`src/rtl/mdio_pkg.sv`:
```
package mdio_pkg;

   // word offsets of the software-visible registers
   localparam logic [3:0] OFS_CFG = 4'd12;
   localparam logic [3:0] OFS_CMD = 4'd13;
   localparam logic [3:0] OFS_DAT = 4'd14;
   localparam logic [3:0] OFS_ADR = 4'd15;

   // payload and header geometry of one frame without preamble
   localparam int BODY_BITS = 32;
   localparam int DATA_BITS = 16;

   typedef enum logic [1:0] {
      OP_ADDR  = 2'd0,
      OP_WRITE = 2'd1,
      OP_READ  = 2'd2
   } mdio_op_e;

   // start code followed by opcode, four bits sent first after the preamble
   function automatic logic [3:0] frame_code(input logic c45, input mdio_op_e op);
      logic [3:0] code;
      if (c45) begin
         case (op)
            OP_ADDR:  code = 4'b0000;
            OP_WRITE: code = 4'b0001;
            default:  code = 4'b0011;
         endcase
      end else begin
         case (op)
            OP_READ: code = 4'b0110;
            default: code = 4'b0101;
         endcase
      end
      return code;
   endfunction

endpackage

```
`src/rtl/mdio_clkgen.sv`:
```
module mdio_clkgen #(
   parameter int DIV_W = 8
) (
   input  logic             clk,
   input  logic             rst_n,
   input  logic             run,
   input  logic [DIV_W-1:0] div,
   output logic             mdc,
   output logic             rise_stb,
   output logic             fall_stb
);

   logic [DIV_W-1:0] cnt_q;
   logic             wrap;

   // half period elapses when the counter reaches the divider value
   assign wrap     = run && (cnt_q == div);
   assign rise_stb = wrap && !mdc;
   assign fall_stb = wrap && mdc;

   always_ff @(posedge clk) begin
      if (!rst_n) begin
         cnt_q <= '0;
         mdc   <= 1'b0;
      end else if (!run) begin
         cnt_q <= '0;
         mdc   <= 1'b0;
      end else if (wrap) begin
         cnt_q <= '0;
         mdc   <= ~mdc;
      end else begin
         cnt_q <= cnt_q + 1'b1;
      end
   end

endmodule

```
`src/rtl/mdio_frame_eng.sv`:
```
module mdio_frame_eng
   import mdio_pkg::*;
#(
   parameter int PRE_BITS = 32
) (
   input  logic        clk,
   input  logic        rst_n,
   input  logic        start,
   input  mdio_op_e    op,
   input  logic        c45,
   input  logic        pre_dis,
   input  logic [4:0]  port,
   input  logic [4:0]  dev,
   input  logic [15:0] payload,
   input  logic        rise_stb,
   input  logic        fall_stb,
   input  logic        mdio_i,
   output logic        busy,
   output logic        mdio_o,
   output logic        mdio_oe,
   output logic        err_stb,
   output logic        rd_done,
   output logic [15:0] rd_data
);

   localparam int FRAME_BITS = PRE_BITS + BODY_BITS;
   localparam int IDX_W      = $clog2(FRAME_BITS);
   localparam logic [IDX_W-1:0] IDX_TA_HI = IDX_W'(DATA_BITS + 1);
   localparam logic [IDX_W-1:0] IDX_TA_LO = IDX_W'(DATA_BITS);
   localparam logic [IDX_W-1:0] IDX_FULL  = IDX_W'(FRAME_BITS - 1);
   localparam logic [IDX_W-1:0] IDX_SHORT = IDX_W'(BODY_BITS - 1);

   logic [FRAME_BITS-1:0] frame_q;
   logic [IDX_W-1:0]      idx_q;
   logic                  busy_q;
   mdio_op_e              op_q;
   logic [15:0]           cap_q;
   logic [BODY_BITS-1:0]  body;
   logic                  is_rd;
   logic                  last_bit;

   assign body = {frame_code(c45, op), port, dev,
                  (op == OP_READ) ? 2'b11 : 2'b10, payload};

   assign is_rd    = (op_q == OP_READ);
   assign last_bit = (idx_q == '0);

   always_ff @(posedge clk) begin
      if (!rst_n) begin
         frame_q <= '0;
         idx_q   <= '0;
         busy_q  <= 1'b0;
         op_q    <= OP_ADDR;
         cap_q   <= '0;
      end else if (start && !busy_q) begin
         frame_q <= {{PRE_BITS{1'b1}}, body};
         idx_q   <= pre_dis ? IDX_SHORT : IDX_FULL;
         busy_q  <= 1'b1;
         op_q    <= op;
      end else if (busy_q) begin
         if (rise_stb && is_rd && (idx_q < IDX_TA_LO))
            cap_q <= {cap_q[14:0], mdio_i};
         if (fall_stb) begin
            if (last_bit) busy_q <= 1'b0;
            else          idx_q  <= idx_q - 1'b1;
         end
      end
   end

   assign busy    = busy_q;
   assign mdio_o  = busy_q ? frame_q[idx_q] : 1'b1;
   assign mdio_oe = busy_q && !(is_rd && (idx_q <= IDX_TA_HI));
   assign err_stb = busy_q && rise_stb && is_rd && (idx_q == IDX_TA_LO) && mdio_i;
   assign rd_done = busy_q && fall_stb && last_bit && is_rd;
   assign rd_data = cap_q;

endmodule

```
`src/rtl/mdio_regs.sv`:
```
module mdio_regs
   import mdio_pkg::*;
#(
   parameter int DIV_W    = 8,
   parameter bit ERR_FILL = 1'b1
) (
   input  logic             clk,
   input  logic             rst_n,
   input  logic             reg_we,
   input  logic [3:0]       reg_waddr,
   input  logic [31:0]      reg_wdata,
   input  logic [3:0]       reg_raddr,
   output logic [31:0]      reg_rdata,
   input  logic             eng_busy,
   input  logic             err_stb,
   input  logic             rd_done,
   input  logic [15:0]      rd_data,
   output logic             launch,
   output mdio_op_e         launch_op,
   output logic             c45,
   output logic             pre_dis,
   output logic [4:0]       port,
   output logic [4:0]       dev,
   output logic [15:0]      payload,
   output logic [DIV_W-1:0] div,
   output logic             busy_all,
   output logic [15:0]      data_val,
   output logic             rd_err
);

   localparam int CFG_ENC_BIT = 6;
   localparam int CFG_DIV_LSB = 8;
   localparam int CMD_PRE_BIT = 10;
   localparam int CMD_RD_BIT  = 15;

   logic             c45_q;
   logic [DIV_W-1:0] div_q;
   logic [15:0]      cmd_q;
   logic [15:0]      dat_q;
   logic [15:0]      adr_q;
   logic             rderr_q;
   logic             launch_q;
   mdio_op_e         lop_q;
   logic             accept;
   logic [15:0]      rd_store;
   logic             unused_wdata;

   assign unused_wdata = ^reg_wdata[31:16];
   assign busy_all     = eng_busy | launch_q;
   assign accept       = reg_we && !busy_all;

   generate
      if (ERR_FILL) begin : g_fill
         assign rd_store = rderr_q ? 16'hFFFF : rd_data;
      end else begin : g_raw
         assign rd_store = rd_data;
      end
   endgenerate

   always_ff @(posedge clk) begin
      if (!rst_n) begin
         c45_q    <= 1'b0;
         div_q    <= '0;
         cmd_q    <= '0;
         dat_q    <= '0;
         adr_q    <= '0;
         rderr_q  <= 1'b0;
         launch_q <= 1'b0;
         lop_q    <= OP_ADDR;
      end else begin
         launch_q <= 1'b0;
         if (accept) begin
            case (reg_waddr)
               OFS_CFG: begin
                  c45_q <= reg_wdata[CFG_ENC_BIT];
                  div_q <= reg_wdata[CFG_DIV_LSB +: DIV_W];
               end
               OFS_CMD: begin
                  cmd_q <= reg_wdata[15:0];
                  if (reg_wdata[CMD_RD_BIT]) begin
                     launch_q <= 1'b1;
                     lop_q    <= OP_READ;
                  end
               end
               OFS_DAT: begin
                  dat_q    <= reg_wdata[15:0];
                  launch_q <= 1'b1;
                  lop_q    <= OP_WRITE;
               end
               OFS_ADR: begin
                  adr_q <= reg_wdata[15:0];
                  if (c45_q) begin
                     launch_q <= 1'b1;
                     lop_q    <= OP_ADDR;
                  end
               end
               default: ;
            endcase
         end
         if (launch_q && (lop_q == OP_READ)) rderr_q <= 1'b0;
         if (err_stb)                        rderr_q <= 1'b1;
         if (rd_done)                        dat_q   <= rd_store;
      end
   end

   always_comb begin
      reg_rdata = '0;
      case (reg_raddr)
         OFS_CFG: begin
            reg_rdata[0]                        = busy_all;
            reg_rdata[1]                        = rderr_q;
            reg_rdata[CFG_ENC_BIT]              = c45_q;
            reg_rdata[CFG_DIV_LSB +: DIV_W]     = div_q;
         end
         OFS_CMD: reg_rdata = {16'h0, cmd_q};
         OFS_DAT: reg_rdata = {busy_all, 15'h0, dat_q};
         OFS_ADR: reg_rdata = {16'h0, adr_q};
         default: reg_rdata = '0;
      endcase
   end

   assign launch    = launch_q;
   assign launch_op = lop_q;
   assign c45       = c45_q;
   assign pre_dis   = cmd_q[CMD_PRE_BIT];
   assign port      = cmd_q[9:5];
   assign dev       = cmd_q[4:0];
   assign payload   = (lop_q == OP_ADDR) ? adr_q : dat_q;
   assign div       = div_q;
   assign data_val  = dat_q;
   assign rd_err    = rderr_q;

endmodule

```
`src/rtl/mgmt_mdio_master.sv`:
```
module mgmt_mdio_master
   import mdio_pkg::*;
#(
   parameter int DIV_W    = 8,
   parameter int PRE_BITS = 32,
   parameter bit ERR_FILL = 1'b1
) (
   input  logic        clk,
   input  logic        rst_n,
   input  logic        reg_we,
   input  logic [3:0]  reg_waddr,
   input  logic [31:0] reg_wdata,
   input  logic [3:0]  reg_raddr,
   output logic [31:0] reg_rdata,
   output logic        mdc,
   input  logic        mdio_i,
   output logic        mdio_o,
   output logic        mdio_oe
);

   generate
      if (DIV_W < 1 || DIV_W > 8) begin : g_bad_div
         $error("DIV_W must lie in 1..8 to fit config bits 15:8");
      end
      if (PRE_BITS < 1 || PRE_BITS > 64) begin : g_bad_pre
         $error("PRE_BITS must lie in 1..64");
      end
   endgenerate

   logic             launch;
   mdio_op_e         launch_op;
   logic             c45;
   logic             pre_dis;
   logic [4:0]       port;
   logic [4:0]       dev;
   logic [15:0]      payload;
   logic [DIV_W-1:0] div;
   logic             busy_all;
   logic [15:0]      data_val;
   logic             rd_err;
   logic             eng_busy;
   logic             err_stb;
   logic             rd_done;
   logic [15:0]      rd_data;
   logic             rise_stb;
   logic             fall_stb;

   mdio_regs #(.DIV_W(DIV_W), .ERR_FILL(ERR_FILL)) u_regs (
      .clk       (clk),
      .rst_n     (rst_n),
      .reg_we    (reg_we),
      .reg_waddr (reg_waddr),
      .reg_wdata (reg_wdata),
      .reg_raddr (reg_raddr),
      .reg_rdata (reg_rdata),
      .eng_busy  (eng_busy),
      .err_stb   (err_stb),
      .rd_done   (rd_done),
      .rd_data   (rd_data),
      .launch    (launch),
      .launch_op (launch_op),
      .c45       (c45),
      .pre_dis   (pre_dis),
      .port      (port),
      .dev       (dev),
      .payload   (payload),
      .div       (div),
      .busy_all  (busy_all),
      .data_val  (data_val),
      .rd_err    (rd_err)
   );

   mdio_clkgen #(.DIV_W(DIV_W)) u_clkgen (
      .clk      (clk),
      .rst_n    (rst_n),
      .run      (eng_busy),
      .div      (div),
      .mdc      (mdc),
      .rise_stb (rise_stb),
      .fall_stb (fall_stb)
   );

   mdio_frame_eng #(.PRE_BITS(PRE_BITS)) u_eng (
      .clk      (clk),
      .rst_n    (rst_n),
      .start    (launch),
      .op       (launch_op),
      .c45      (c45),
      .pre_dis  (pre_dis),
      .port     (port),
      .dev      (dev),
      .payload  (payload),
      .rise_stb (rise_stb),
      .fall_stb (fall_stb),
      .mdio_i   (mdio_i),
      .busy     (eng_busy),
      .mdio_o   (mdio_o),
      .mdio_oe  (mdio_oe),
      .err_stb  (err_stb),
      .rd_done  (rd_done),
      .rd_data  (rd_data)
   );

endmodule

```
`config.mk`:
```
export PLATFORM = sky130hd
export DESIGN_NAME = mgmt_mdio_master
export DESIGN_NICKNAME = d
export VERILOG_FILES = /design/src/rtl/mdio_pkg.sv /design/src/rtl/mdio_clkgen.sv /design/src/rtl/mdio_frame_eng.sv /design/src/rtl/mdio_regs.sv /design/src/rtl/mgmt_mdio_master.sv
export SDC_FILE = /design/constraint.sdc
export NUM_CORES = 1
export LEC_CHECK = 0
export BUFFER_PORTS_ARGS = -buffer_cell sky130_fd_sc_hd__buf_2
export CAP_MARGIN = 20
export CELL_PAD_IN_SITES_DETAIL_PLACEMENT = 1
export CELL_PAD_IN_SITES_GLOBAL_PLACEMENT = 2
export CORE_UTILIZATION = 36
export DETAILED_ROUTE_END_ITERATION = 16
export PLACE_DENSITY = 0.88
export SYNTH_ARGS = -nofsm -noshare
export SYNTH_HDL_FRONTEND = slang
export SYNTH_SLANG_ARGS = --single-unit
```
`constraint.sdc`:
```
create_clock -name clk -period 2.77 [get_ports clk]
set_clock_uncertainty 0.15 [all_clocks]
set_input_delay 0.277 -clock clk [delete_from_list [all_inputs] [get_ports clk]]
set_output_delay 0.277 -clock clk [all_outputs]
set_load 0.02 [all_outputs]
```
==> flow_metrics.tcl <==
set metrics [dict create \
    grt_pass1_vias 5376 \
    hold_viol 0 \
    post-cts-setup-buffers 0 \
    die_h_um 132 \
    synth_area_mm2 0.00611 \
    via_per_inst 5.44 \
    io_buffers 47 \
    drc 0 \
    internal_power_w 0.00323 \
    synth_cells 661 \
    grt_pass1_wl_um 29200 \
    post-route-util_pct 43.1 \
    startpoint_type "flop" \
    synth_seq_cells 126 \
    power_w 0.00417 \
    die_w_um 132 \
    min_period_ns 2.62 \
    rows 47 \
    max_stage_delay_ns 0.51 \
    fp.dieArea_mm2 0.0175 \
    crit_required_ns 2.34 \
    clock_latency_ns 0.43 \
    timing.hold.ws_ns 0.00281 \
    finalMaxSlewViolations 0 \
    clockRootBuffer "clkbuf_16" \
    worstSetupPathType "reg -> out" \
    rsz0062_at_grt "no" \
    setup_slack_ns 0.147 \
    p_per_area_mw_per_mm2 583 \
    syn2layout_area_growth_pct 16.9 \
    pre_cts_ws_ns 0.297 \
    fillerInstances 1910 \
    hp-class "in -> reg" \
    cts_sinks 126 \
    leakagePower_nw 3.00 \
    cts_buffer_depth 2 \
    vias 5076 \
    seqPwrFrac_pct 44.1 \
    crit_slowest_cell "mux4_2" \
    avgSynthCellArea_um2 9.25 \
    clkTransAtPathRegs_ns 0.06 \
    ir_worst_vdd_v 0.000425 \
    ios 79 \
    drt_first_pass_iters 4 \
    yosys_warnings 0 \
    hpwl_um 12600 \
    grt_max_degree 58 \
    core_mm2 0.0166 \
    finalCritPeriodShare_pct 94.7 \
    setup_viol 0 \
    p_sw_w 0.000938 \
    fmax_mhz 381 \
    grt_usage_pct 21.6 \
    tritoncts "done" \
    crit_fanout 6 \
    gp_congestion 0.817 \
    first_iter_violations 400 \
    start_util_pct 36.9 \
    slew_headroom_pct 46.6 \
    grt_remaining_overflow 0 \
    endpoint_kind "output port" \
    p_clk_share_pct 51.2 \
    totalWireLength_um 18000 \
    synth.distinct_cells 52 \
    max-cap-violations 0 \
    switching_share_pct 22.5 \
    tns_ns 0 \
    cp.arrival_ns 2.20 \
    synth_edf_count 0 \
    ys.flop_type "dfxtp_1" \
    antenna_found_initial 0 \
    synth_seq_area_share_pct 41.3 \
    final_nets 749 \
    combPwrFrac_pct 4.7 \
    diodes 0 \
    worstMarginPinSlew_ns 0.801 \
    cts-htree-levels 4 \
    drive_gt1_share_pct 16.3 \
    wl_per_cell_um 19.3 \
    crit_chain "mux4_2, o2111ai_1, nand3_1, a311o_1, buf_2" \
    cts_buffers 17 \
    outcome "complete, no violations" \
    async_reset_ff_share_pct 0 \
    detail-route-antenna-nets 0 \
]
[cells by family (layout without fill, tap and decap cells)]
| family | Yosys count | count (layout) | share of synthesized area [%] |
|---|---|---|---|
| adder cells (fa/ha/maj) | 4 | 4 | 0.819 |
| buffers and inverters | 75 | 113 | 5.91 |
| multiplexers | 84 | 84 | 14.8 |
| XOR/XNOR | 18 | 18 | 2.82 |
| AO/OA/AOI/OAI | 117 | 117 | 14.8 |
| flip-flops | 126 | 126 | 41.3 |
| AND/OR/NAND/NOR | 236 | 236 | 19.6 |
| other | 1 | 15 | 0.0613 |
[through the flow]
stage | area [um2] | std cells
floorplan | 6170 | 675
global placement | 6550 | 899
detailed placement | 6560 | 900
CTS | 7140 | 933
global route | 7150 | 933
finish | 7150 | 933
[synth_stat cells (3+ instances only)]
cell,n,area [um2]
ha_1,4,50.1
clkbuf_1,31,116
o31a_1,4,35.0
nand2b_1,4,25.0
buf_4,16,120
o311a_1,16,160
mux2i_1,79,791
nand3_1,15,75.1
o21ai_0,20,100
nor2_1,32,120
and3_1,4,25.0
nor3_1,6,30.0
xor2_1,3,26.3
nor2b_1,62,388
o21a_1,3,22.5
dfxtp_1,126,2520
nor3b_1,3,22.5
a21oi_1,4,20.0
a311oi_1,17,149
nand4_1,6,37.5
a222oi_1,5,50.1
mux4_2,5,113
a21boi_0,15,113
buf_2,10,50.1
buf_1,4,15.0
inv_1,13,48.8
a211oi_1,4,30.0
nand2_1,87,327
xnor2_1,13,114
and2_1,3,18.8
a22oi_1,22,165
[metal layers]
metal | wire (um) | global-route usage (%)
met1 | 7890 | 26.9
met2 | 8780 | 35.1
met3 | 894 | 5.00
met4 | 420 | 10.3
met5 | 0 | 0
[worst paths after layout]
| check | cells after the start | startpoint | slack, ns | to |
|---|---|---|---|---|
| max | 5 | u_eng.idx_q[0]$_SDFFE_PN0P_ | 0.15 | mdio_o |
| min | 3 | reg_wdata[7] | 0.003 | u_regs.cmd_q[7]$_SDFFE_PN0P_ |
| max reg2reg | 7 | u_eng.idx_q[0]$_SDFFE_PN0P_ | 0.48 | u_regs.data_val[11]$_SDFFE_PN0P_ |
| min reg2reg | 2 | u_eng.frame_q[26]$_SDFFE_PN0P_ | 0.31 | u_eng.frame_q[26]$_SDFFE_PN0P_ |
[state kept, by name (all words and copies together), names as in the netlist, 2 cells and up]
register / count
u_regs.div: 8
u_regs.adr_q: 16
u_regs.data_val: 16
u_eng.idx_q: 6
u_regs.cmd_q: 16
u_eng.op_q: 2
u_clkgen.cnt_q: 8
u_eng.frame_q: 31
u_regs.launch_op: 2
u_eng.rd_data: 16
[repair_timing]
item,4_1_cts,5_1_grt
hold buffers,2,0
endpoints found under the hold margin,2,0
gates resized for setup,1,2
setup endpoints to repair,1,1
[worst max-delay path: cells and delay by family, from the launching register on]
kind | cells | cell delay [ns]
compound gates | 2 | 0.56
mux | 1 | 0.51
flops | 1 | 0.43
buf+inv | 1 | 0.17
simple gates | 1 | 0.10
[cells in the final DEF (no fill, tap or decap), types with 6 or more instances in the layout]
| cell | n |
|---|---|
| dfxtp_1 | 124 |
| nand2_1 | 87 |
| mux2i_1 | 79 |
| nor2b_1 | 61 |
| buf_2 | 47 |
| nor2_1 | 32 |
| a22oi_1 | 22 |
| o21ai_0 | 20 |
| a311oi_1 | 17 |
| clkbuf_16 | 17 |
| buf_4 | 17 |
| o311a_1 | 16 |
| nand3_1 | 15 |
| a21boi_0 | 15 |
| conb_1 | 15 |
| inv_1 | 13 |
| xnor2_1 | 13 |
| nor3_1 | 6 |
| nand4_1 | 6 |
| clkinv_2 | 6 |
[power by group through the flow]
| stage | Combinational [W] | Clock (W) | Sequential (W) |
|---|---|---|---|
| 2_1_floorplan | 0.000133 | 0 | 0.00187 |
| 3_3_place_gp | 0.000183 | 0 | 0.00188 |
| 3_5_place_dp | 0.000190 | 0 | 0.00188 |
| 4_1_cts | 0.000193 | 0.00216 | 0.00184 |
| 5_1_grt | 0.000208 | 0.00224 | 0.00184 |
| 6_report | 0.000194 | 0.00214 | 0.00184 |
[layout make-up]
class | count | area, um2 | area share (%)
clock buffer | 24 | 502 | 7.02
clock inverter | 7 | 60.1 | 0.840
inverter | 13 | 48.8 | 0.683
multi-input combinational | 474 | 3300 | 46.2
sequential | 126 | 2530 | 35.4
tap | 220 | 275 | 3.85
timing repair buffer | 69 | 434 | 6.07
Power figures use the tool's default switching activity.
